==> config.mk <==
export PLATFORM = sky130hd
export DESIGN_NAME = addr_spi_slave
export DESIGN_NICKNAME = d
export VERILOG_FILES = /design/src/rtl/spi_addr_pkg.sv /design/src/rtl/spi_edge_sync.sv /design/src/rtl/spi_frame_ctrl.sv /design/src/rtl/spi_tx_shift.sv /design/src/rtl/addr_spi_slave.sv
export SDC_FILE = /design/constraint.sdc
export NUM_CORES = 1
export LEC_CHECK = 0
export BUFFER_PORTS_ARGS = -buffer_cell sky130_fd_sc_hd__buf_2
export CAP_MARGIN = 20
export CORE_MARGIN = 1
export CORE_UTILIZATION = 56
export DETAILED_ROUTE_END_ITERATION = 8
export PLACE_DENSITY = 0.9
export SYNTH_ARGS = -nofsm -noshare
export SYNTH_HDL_FRONTEND = slang
export SYNTH_HIERARCHICAL = 1
export SYNTH_SLANG_ARGS = --single-unit
==> constraint.sdc <==
create_clock -name clk -period 2.1 [get_ports clk]
set_input_delay 0.63 -clock clk [delete_from_list [all_inputs] [get_ports clk]]
set_output_delay 0.63 -clock clk [all_outputs]
set_load 0.1 [all_outputs]
==> src/rtl/spi_addr_pkg.sv <==
package spi_addr_pkg;
    localparam int ADDR_W   = 2;
    localparam int INSTR_W  = 6;
    localparam int FRAME_W  = ADDR_W + INSTR_W;
    localparam int STATUS_W = 8;
    localparam int SYNC_STAGES = 2;

    // indices of the synchronised input vector
    localparam int IDX_SEL  = 0;
    localparam int IDX_SCLK = 1;
    localparam int IDX_MOSI = 2;
    localparam int N_IN     = 3;
endpackage

==> src/rtl/spi_edge_sync.sv <==
module spi_edge_sync #(
    parameter int          N       = 3,
    parameter int          STAGES  = 2,
    parameter logic [N-1:0] RST_VAL = '0
) (
    input  logic         clk,
    input  logic         rst_n,
    input  logic [N-1:0] async_in,
    output logic [N-1:0] level,
    output logic [N-1:0] rise,
    output logic [N-1:0] fall
);
    for (genvar i = 0; i < N; i++) begin : g_ch
        typedef struct packed {
            logic [STAGES-1:0] chain;
            logic              prev;
        } sync_t;

        sync_t st_d, st_q;

        always_comb begin
            st_d       = st_q;
            st_d.chain = {st_q.chain[STAGES-2:0], async_in[i]};
            st_d.prev  = st_q.chain[STAGES-1];
        end

        always_ff @(posedge clk or negedge rst_n) begin
            if (!rst_n) begin
                st_q.chain <= {STAGES{RST_VAL[i]}};
                st_q.prev  <= RST_VAL[i];
            end else begin
                st_q <= st_d;
            end
        end

        assign level[i] = st_q.chain[STAGES-1];
        assign rise[i]  = st_q.chain[STAGES-1] & ~st_q.prev;
        assign fall[i]  = ~st_q.chain[STAGES-1] & st_q.prev;
    end
endmodule

==> src/rtl/spi_frame_ctrl.sv <==
module spi_frame_ctrl
    import spi_addr_pkg::*;
#(
    parameter int AW = ADDR_W,
    parameter int IW = INSTR_W,
    localparam int FW = AW + IW,
    localparam int CW = $clog2(FW + 2)
) (
    input  logic          clk,
    input  logic          rst_n,
    input  logic [AW-1:0] chip_addr,
    input  logic          sel_idle,
    input  logic          sel_rise,
    input  logic          sclk_rise,
    input  logic          sclk_fall,
    input  logic          mosi_lvl,
    output logic          drive_bit,
    output logic          oe,
    output logic          cmd_vld,
    output logic [IW-1:0] cmd
);
    localparam logic [CW-1:0] CNT_FULL = CW'(FW);
    localparam logic [CW-1:0] CNT_SAT  = CW'(FW + 1);
    localparam logic [CW-1:0] CNT_ADDR = CW'(AW);

    typedef struct packed {
        logic [CW-1:0] bit_cnt;
        logic [FW-1:0] shreg;
        logic          addr_ok;
        logic          oe;
        logic          cmd_vld;
        logic [IW-1:0] cmd;
    } frame_t;

    frame_t f_d, f_q;
    logic [AW-1:0] addr_now;

    assign addr_now = {f_q.shreg[AW-2:0], mosi_lvl};

    always_comb begin
        f_d         = f_q;
        f_d.cmd_vld = 1'b0;
        if (sel_idle) begin
            if (sel_rise && f_q.addr_ok && (f_q.bit_cnt == CNT_FULL)) begin
                f_d.cmd_vld = 1'b1;
                f_d.cmd     = f_q.shreg[IW-1:0];
            end
            f_d.bit_cnt = '0;
            f_d.addr_ok = 1'b0;
            f_d.oe      = 1'b0;
        end else begin
            if (sclk_fall) begin
                f_d.shreg = {f_q.shreg[FW-2:0], mosi_lvl};
                if (f_q.bit_cnt != CNT_SAT)
                    f_d.bit_cnt = f_q.bit_cnt + 1'b1;
                if (f_q.bit_cnt == CNT_ADDR - 1'b1)
                    f_d.addr_ok = (addr_now == chip_addr);
            end
            if (sclk_rise && f_q.addr_ok)
                f_d.oe = 1'b1;
        end
    end

    always_ff @(posedge clk or negedge rst_n) begin
        if (!rst_n) f_q <= '0;
        else        f_q <= f_d;
    end

    assign drive_bit = sclk_rise & f_q.addr_ok & ~sel_idle;
    assign oe        = f_q.oe;
    assign cmd_vld   = f_q.cmd_vld;
    assign cmd       = f_q.cmd;

    AST_CMD_ONE_CYCLE: assert property (@(posedge clk) disable iff (!rst_n)
        f_q.cmd_vld |=> !f_q.cmd_vld);
    AST_CMD_WHEN_IDLE: assert property (@(posedge clk) disable iff (!rst_n)
        f_q.cmd_vld |-> sel_idle);
    AST_CMD_HOLD: assert property (@(posedge clk) disable iff (!rst_n)
        !f_q.cmd_vld |-> $stable(f_q.cmd));
    AST_OE_AFTER_ADDR: assert property (@(posedge clk) disable iff (!rst_n)
        f_q.oe |-> (f_q.bit_cnt >= CNT_ADDR));
    AST_NO_OE_MISMATCH: assert property (@(posedge clk) disable iff (!rst_n)
        (!sel_idle && f_q.bit_cnt >= CNT_ADDR && !f_q.addr_ok) |-> !f_q.oe);
    AST_IDLE_CLEARS: assert property (@(posedge clk) disable iff (!rst_n)
        sel_idle |=> (f_q.bit_cnt == '0 && !f_q.oe));
endmodule

==> src/rtl/spi_tx_shift.sv <==
module spi_tx_shift #(
    parameter int SW = 8
) (
    input  logic          clk,
    input  logic          rst_n,
    input  logic          load,
    input  logic          shift,
    input  logic          sel_idle,
    input  logic [SW-1:0] status,
    output logic          bit_out
);
    typedef struct packed {
        logic [SW-1:0] sr;
        logic          bo;
    } tx_t;

    tx_t t_d, t_q;

    always_comb begin
        t_d = t_q;
        if (sel_idle) begin
            t_d.bo = 1'b0;
        end else if (load) begin
            t_d.sr = status;
            t_d.bo = 1'b0;
        end else if (shift) begin
            t_d.bo = t_q.sr[SW-1];
            t_d.sr = {t_q.sr[SW-2:0], 1'b0};
        end
    end

    always_ff @(posedge clk or negedge rst_n) begin
        if (!rst_n) t_q <= '0;
        else        t_q <= t_d;
    end

    assign bit_out = t_q.bo;

    AST_TX_QUIET_IDLE: assert property (@(posedge clk) disable iff (!rst_n)
        sel_idle |=> !t_q.bo);
endmodule

==> src/rtl/addr_spi_slave.sv <==
module addr_spi_slave
    import spi_addr_pkg::*;
#(
    parameter int AW = ADDR_W,
    parameter int IW = INSTR_W,
    parameter int SW = STATUS_W,
    parameter int STAGES = SYNC_STAGES
) (
    input  logic          clk,
    input  logic          rst_n,
    input  logic [AW-1:0] chip_addr,
    input  logic          sel_n,
    input  logic          sclk,
    input  logic          mosi,
    input  logic [SW-1:0] status_in,
    output logic          miso,
    output logic          miso_oe,
    output logic          cmd_valid,
    output logic [IW-1:0] cmd_data
);
    localparam logic [N_IN-1:0] SYNC_RST = N_IN'(1) << IDX_SEL;

    logic [N_IN-1:0] lvl, rise, fall;
    logic            drive_bit, oe_q, tx_bit;

    spi_edge_sync #(.N(N_IN), .STAGES(STAGES), .RST_VAL(SYNC_RST)) u_sync (
        .clk      (clk),
        .rst_n    (rst_n),
        .async_in ({mosi, sclk, sel_n}),
        .level    (lvl),
        .rise     (rise),
        .fall     (fall)
    );

    spi_frame_ctrl #(.AW(AW), .IW(IW)) u_frame (
        .clk       (clk),
        .rst_n     (rst_n),
        .chip_addr (chip_addr),
        .sel_idle  (lvl[IDX_SEL]),
        .sel_rise  (rise[IDX_SEL]),
        .sclk_rise (rise[IDX_SCLK]),
        .sclk_fall (fall[IDX_SCLK]),
        .mosi_lvl  (lvl[IDX_MOSI]),
        .drive_bit (drive_bit),
        .oe        (oe_q),
        .cmd_vld   (cmd_valid),
        .cmd       (cmd_data)
    );

    spi_tx_shift #(.SW(SW)) u_tx (
        .clk      (clk),
        .rst_n    (rst_n),
        .load     (fall[IDX_SEL]),
        .shift    (drive_bit),
        .sel_idle (lvl[IDX_SEL]),
        .status   (status_in),
        .bit_out  (tx_bit)
    );

    // raw select gates the enable so the pad releases at once
    assign miso_oe = oe_q & ~sel_n;
    assign miso    = tx_bit & miso_oe;
endmodule

==> run metrics, run 1 <==
max cap viols 0; WS Path Type reg2reg; DRC 0; Post-Synthesis Cells 135; Clock Skew 0.0155 ns; TritonCTS clock tree yes; post-synthesis cell area 0.00163 sq mm; chip width 56.0 um; Antenna Cells 0; DIE HEIGHT 56.0 um; initial antenna violation count 0; Reg power frac 0.562; period utilisation layout 0.882; P_leak 0.841 nW; CP required 2.35 ns; Avg Inst Size Synth 12.1 sq um; Worst setup SP type flop; DP Worst Slack 0.229 ns; crit path buf inv count 0; Arrival @ worst endpoint 2.10 ns; ANT nets after route 0; Switching Power 373 uW; Row Count 19; Post-Route WL 2870 um; clock edge transition at the registers on the reported setup and hold paths 0.12 ns; cell family with the largest share of critical-path delay simple AND/OR/NAND/NOR gates; clock sinks 36; Critical Path, Cell by Cell nor2b_1, nand4_2, nor3b_4, mux2_2; synth-to-layout area growth 12.3%; Syn. warnings 6; Critical Path Max Stage Delay 0.64 ns; Clk pwr share 0.331; Setup Fix Bufs, Post-CTS 0; GP Congestion 0.734; Hold Buf Count CTS 0; Avg WL per Cell 15.3 um; Final HPWL DP 2010 um; GRT Total Usage 0.213; cts repair resizes 0; Core ar. 0.00276 sq mm; Fin. Hold Viols 0; Slew Viols, Final 0; Worst VDD drop 0.671 mV; largest net degree at the start of global routing 37; run status finished, final reports clean; Clk Latency, worst-skew pair 0.35 ns; H-tree lvl count 2; Buffers on Ports 23; Int Power 1.11 mW; setup TNS 0 ns; fmax 540 MHz; DRT Pass-1 Iters 4; Final setup viols 0; number of global-route vias before repair 1085; overflow left after global routing 0; Final WS setup 0.247 ns; Initial Util 0.591; crit end category flop; PwrDens 808 mW/mm^2; via/cell ratio 5.67; DR vias 1066; I/O pin cnt 24; Logic pwr share 0.108; Final Net Count 174; CTS root buffer clkbuf_4; clock buffer count from CTS 5; Worst Hold Class in2async; DRT iter0 DRCs 36; Net Sw Frac 0.252; RSZ-0062 raised after global routing no; Worst Max-Slew Pin Slew 0.769 ns; DIE AREA 0.00313 sq mm; Fill cells 205; Crit Path Max Fanout 11; Hold WS 0.333 ns; slowest CP cell dfstp_2; Final min period 1.85 ns; Longest Clk Path Bufs 2; share of cells above drive strength 1 0.382; Post-Syn Nets 153; first-pass GRT wire length 5020 um; Rel. slew slack 0.487
## final cells by class
type	instances	area [sq um]	area share
sequential	36	905	0.494
multi-input combinational	81	617	0.337
timing repair buffer	26	168	0.0916
clock inverter	3	42.5	0.0232
tap	31	38.8	0.0212
clock buffer	5	37.5	0.0205
inverter	6	22.5	0.0123
## cell usage in the layout, fill, tap and decap left out, types with 4 or more instances in the layout
master,count
inv_1,6
o22ai_1,6
buf_2,21
clkbuf_4,5
nor3_2,4
nand2_1,4
nor3_1,7
nor2_1,11
nor2b_1,4
dfrtp_1,33
mux2_2,13
## power groups by stage
stage	logic, mW	clock network, mW	registers [mW]
detailed placement	0.161	0	0.843
CTS	0.161	0.499	0.830
floorplan	0.118	0	0.823
global route	0.177	0.526	0.841
finish	0.159	0.489	0.830
global placement	0.147	0	0.834
## registers in the layout, indices dropped and copies added, names as in the netlist, 2 cells and up
signal,cells
u_frame/cmd,6
u_frame/f_q,10
u_sync/g_ch.st_d,3
u_sync/g_ch.st_q,2
u_sync/level,3
u_tx/t_q,8
## through the flow
step                cell area, sq um  std cells  utilization  power, mW
global placement                1750        180        0.635      0.981
detailed placement              1750        180        0.635       1.00
global route                    1830        188        0.664       1.54
floorplan                       1630        135            -      0.941
finish                          1830        188        0.664       1.48
CTS                             1830        188        0.664       1.49
## final timing paths
check,startpoint,to,slack [ns],cells past startpoint
setup / recovery,u_sync/level[0],u_frame/cmd[4],0.25,4
hold / removal,rst_n,u_tx/t_q[3],0.33,1
setup reg to reg,u_sync/level[0],u_frame/cmd[4],0.25,4
hold reg to reg,u_sync/g_ch[2].st_d[2],u_sync/level[2],0.36,0
max in group asynchronous,rst_n,u_sync/g_ch[1].st_q[0],1.27,1
min in group clk,u_sync/g_ch[2].st_d[2],u_sync/level[2],0.36,0
## routing by layer
layer  track usage  vias up  share of wire
met5             0        -              0
met4        0.0906        0          0.022
met3        0.0721        7          0.054
met2         0.334       29           0.50
met1         0.271      525           0.42
li1              -      505              -
No activity file was read; power rests on OpenSTA's default activity.
==> inputs of run 2 (changes only) <==
--- a/config.mk
+++ b/config.mk
@@ -8,10 +8,9 @@
 export BUFFER_PORTS_ARGS = -buffer_cell sky130_fd_sc_hd__buf_2
 export CAP_MARGIN = 20
 export CORE_MARGIN = 1
-export CORE_UTILIZATION = 56
+export CORE_UTILIZATION = 59
 export DETAILED_ROUTE_END_ITERATION = 8
-export PLACE_DENSITY = 0.9
+export PLACE_DENSITY = 0.94
 export SYNTH_ARGS = -nofsm -noshare
 export SYNTH_HDL_FRONTEND = slang
-export SYNTH_HIERARCHICAL = 1
 export SYNTH_SLANG_ARGS = --single-unit
==> constraint.sdc (replaced) <==
create_clock -name clk -period 2.3 [get_ports clk]
set_input_delay 0.69 -clock clk [delete_from_list [all_inputs] [get_ports clk]]
set_output_delay 0.69 -clock clk [all_outputs]
set_load 0.1 [all_outputs]
==> run 2 against run 1 <==
Sequential share of layout area up 1.6 points. Sequential cell count unchanged. First-iteration DRC count down 97%. Clock skew is 0.0040 ns lower. Final cell count fell by 11%. Total power shrank 5.2%.
==> run metrics, run 2 <==
Critical Path Max Stage Delay 0.16 ns; Buffers on Ports 23; met2 Use GR 0.350; period utilisation layout 0.855; Cell Count, Final, Fillers Out 168; GRT Total Usage 0.205; DIE HEIGHT 53.6 um; Synth top cells by count 33 x dfrtp_1, 20 x mux2_2, 7 x mux2_1; crit path buf inv count 2; DRC 0; clock buffer count from CTS 5; setup TNS 0 ns; first-pass GRT wire length 3910 um; DIE AREA 0.00287 sq mm; post-synth top area cell dfrtp_1; count leader, synth dfrtp_1; Int Power 1.07 mW; DRT iter0 DRCs 1; Final Cell Area 0.00177 sq mm; Post-synth EDFFs 0; clock edge transition at the registers on the reported setup and hold paths 0.10 ns; post-synthesis cell area 0.00157 sq mm; largest net degree at the start of global routing 37; WS Path Type in2out; share of cells above drive strength 1 0.428; Hold Buf Count CTS 0; Fin. Hold Viols 0; Rel. slew slack 0.495; Largest Register u_frame.f_q; met1 Use GR 0.226; Clk pwr share 0.308; Arrival @ worst endpoint 1.28 ns; Antenna Cells 0; Initial Util 0.628; Final Net Count 155; H-tree lvl count 2; Net Sw Frac 0.236; TritonCTS clock tree yes; flops & latches, synth 36; overflow left after global routing 0; Worst setup SP type primary input; synth-to-layout area growth 13.0%; via/cell ratio 5.33; Slew Viols, Final 0; Worst Max-Slew Pin Slew 0.757 ns; Switching Power 331 uW; Avg Inst Size Synth 13.5 sq um; Post-Route WL 2360 um; Avg WL per Cell 14.0 um; cts repair resizes 0; number of global-route vias before repair 930; met3 GRT Util 0.0593; fmax 508 MHz; crit end category output port; Placed Cells incl. Taps 160; cell family with the largest share of critical-path delay simple AND/OR/NAND/NOR gates; slowest CP cell and2_4; PwrDens 791 mW/mm^2; Worst VDD drop 0.664 mV; placed inst area 0.00170 sq mm; sequential fraction of the synthesis area 0.577; Clk Latency, worst-skew pair 0.35 ns; DP Worst Slack 0.325 ns; Final HPWL DP 1730 um; I/O pin cnt 24; most frequent cells in the layout 33 x dfrtp_1, 21 x buf_2, 20 x mux2_2; top cells by area, synth dfrtp_1 53%, mux2_2 14%, dfstp_2 5.0%; busiest grt layer met2; Final WS setup 0.333 ns; Row Count 18; Logic pwr share 0.124; Post-Synthesis Cells 116; Fill cells 196; Worst Hold Class reg2reg; top_reg_cell synth dfrtp_1; Longest Clk Path Bufs 2; Critical Path, Cell by Cell buf_2, nor2b_4, and2_4, buf_12; DRT Pass-1 Iters 3; ANT nets after route 0; Final Util 0.709; Core ar. 0.00250 sq mm; top cell type's share of synthesized area 0.526; RSZ-0062 raised after global routing no; max cap viols 0; CP required 1.61 ns; Final setup viols 0; Final min period 1.97 ns; synth unique cells 32; Clock Skew 0.0115 ns; Setup Fix Bufs, Post-CTS 0; GP Congestion 0.720; chip width 53.6 um; Crit Path Max Fanout 2; ys async rst share 1.00; P_leak 0.859 nW; Post-Syn Nets 134; most common cell after layout, fill and taps aside dfrtp_1; Syn. warnings 0; clock sinks 36; run status finished, final reports clean; CTS root buffer clkbuf_4; max FFs per register 10; initial antenna violation count 0; DR vias 895; Reg power frac 0.568
## run 2: final timing paths
| path | from | endpoint | slack, ns | cells past startpoint |
|---|---|---|---|---|
| max | sel_n | miso | 0.33 | 4 |
| min | u_sync.g_ch[1].st_d[2] | u_sync.level[1] | 0.36 | 0 |
| max reg2reg | u_sync.level[0] | u_tx.t_q[6] | 0.50 | 3 |
| min reg2reg | u_sync.g_ch[1].st_d[2] | u_sync.level[1] | 0.36 | 0 |
| max in group asynchronous | rst_n | u_frame.cmd[1] | 1.42 | 1 |
| min in group asynchronous | rst_n | u_frame.cmd_vld | 0.40 | 1 |
## run 2: power groups by stage
stage / Combinational [mW] / Clock [mW] / Sequential, mW
2_1_floorplan: 0.138 / 0 / 0.786
3_3_place_gp: 0.165 / 0 / 0.801
3_5_place_dp: 0.179 / 0 / 0.808
4_1_cts: 0.178 / 0.441 / 0.796
5_1_grt: 0.194 / 0.466 / 0.810
6_report: 0.174 / 0.432 / 0.796
## run 2: metrics by stage
| stage | power (mW) | hold slack, ns |
|---|---|---|
| after floorplan | 0.924 | 0.331 |
| after global placement | 0.966 | 0.333 |
| after detailed placement | 0.986 | 0.344 |
| after CTS | 1.42 | 0.368 |
| after global routing | 1.47 | 0.374 |
| final | 1.40 | 0.363 |
## run 2: cells by family (layout without fill, tap and decap cells)
logic type / Yosys count / after routing / synth area share
mux: 30 / 30 / 0.213
fa+ha+maj: 3 / 3 / 0.0239
simple gates: 22 / 22 / 0.0869
xor+xnor: 2 / 2 / 0.0112
compound gates: 8 / 8 / 0.0327
flops: 36 / 36 / 0.577
buf+inv: 15 / 37 / 0.0558
## run 2: final cells by class
type,instances,area [sq um],share of cell area
clock buffer,6,41.3,0.0233
clock inverter,2,35.0,0.0198
inverter,6,22.5,0.0127
multi-input combinational,65,587,0.331
sequential,36,905,0.510
tap,30,37.5,0.0212
timing repair buffer,23,145,0.0819
## run 2: layer usage
metal	routed length, um	share of wire	up-vias
met5	0	0	-
met4	46	0.020	0
met3	115	0.049	6
met2	1210	0.51	26
met1	986	0.42	430
li1	-	-	433
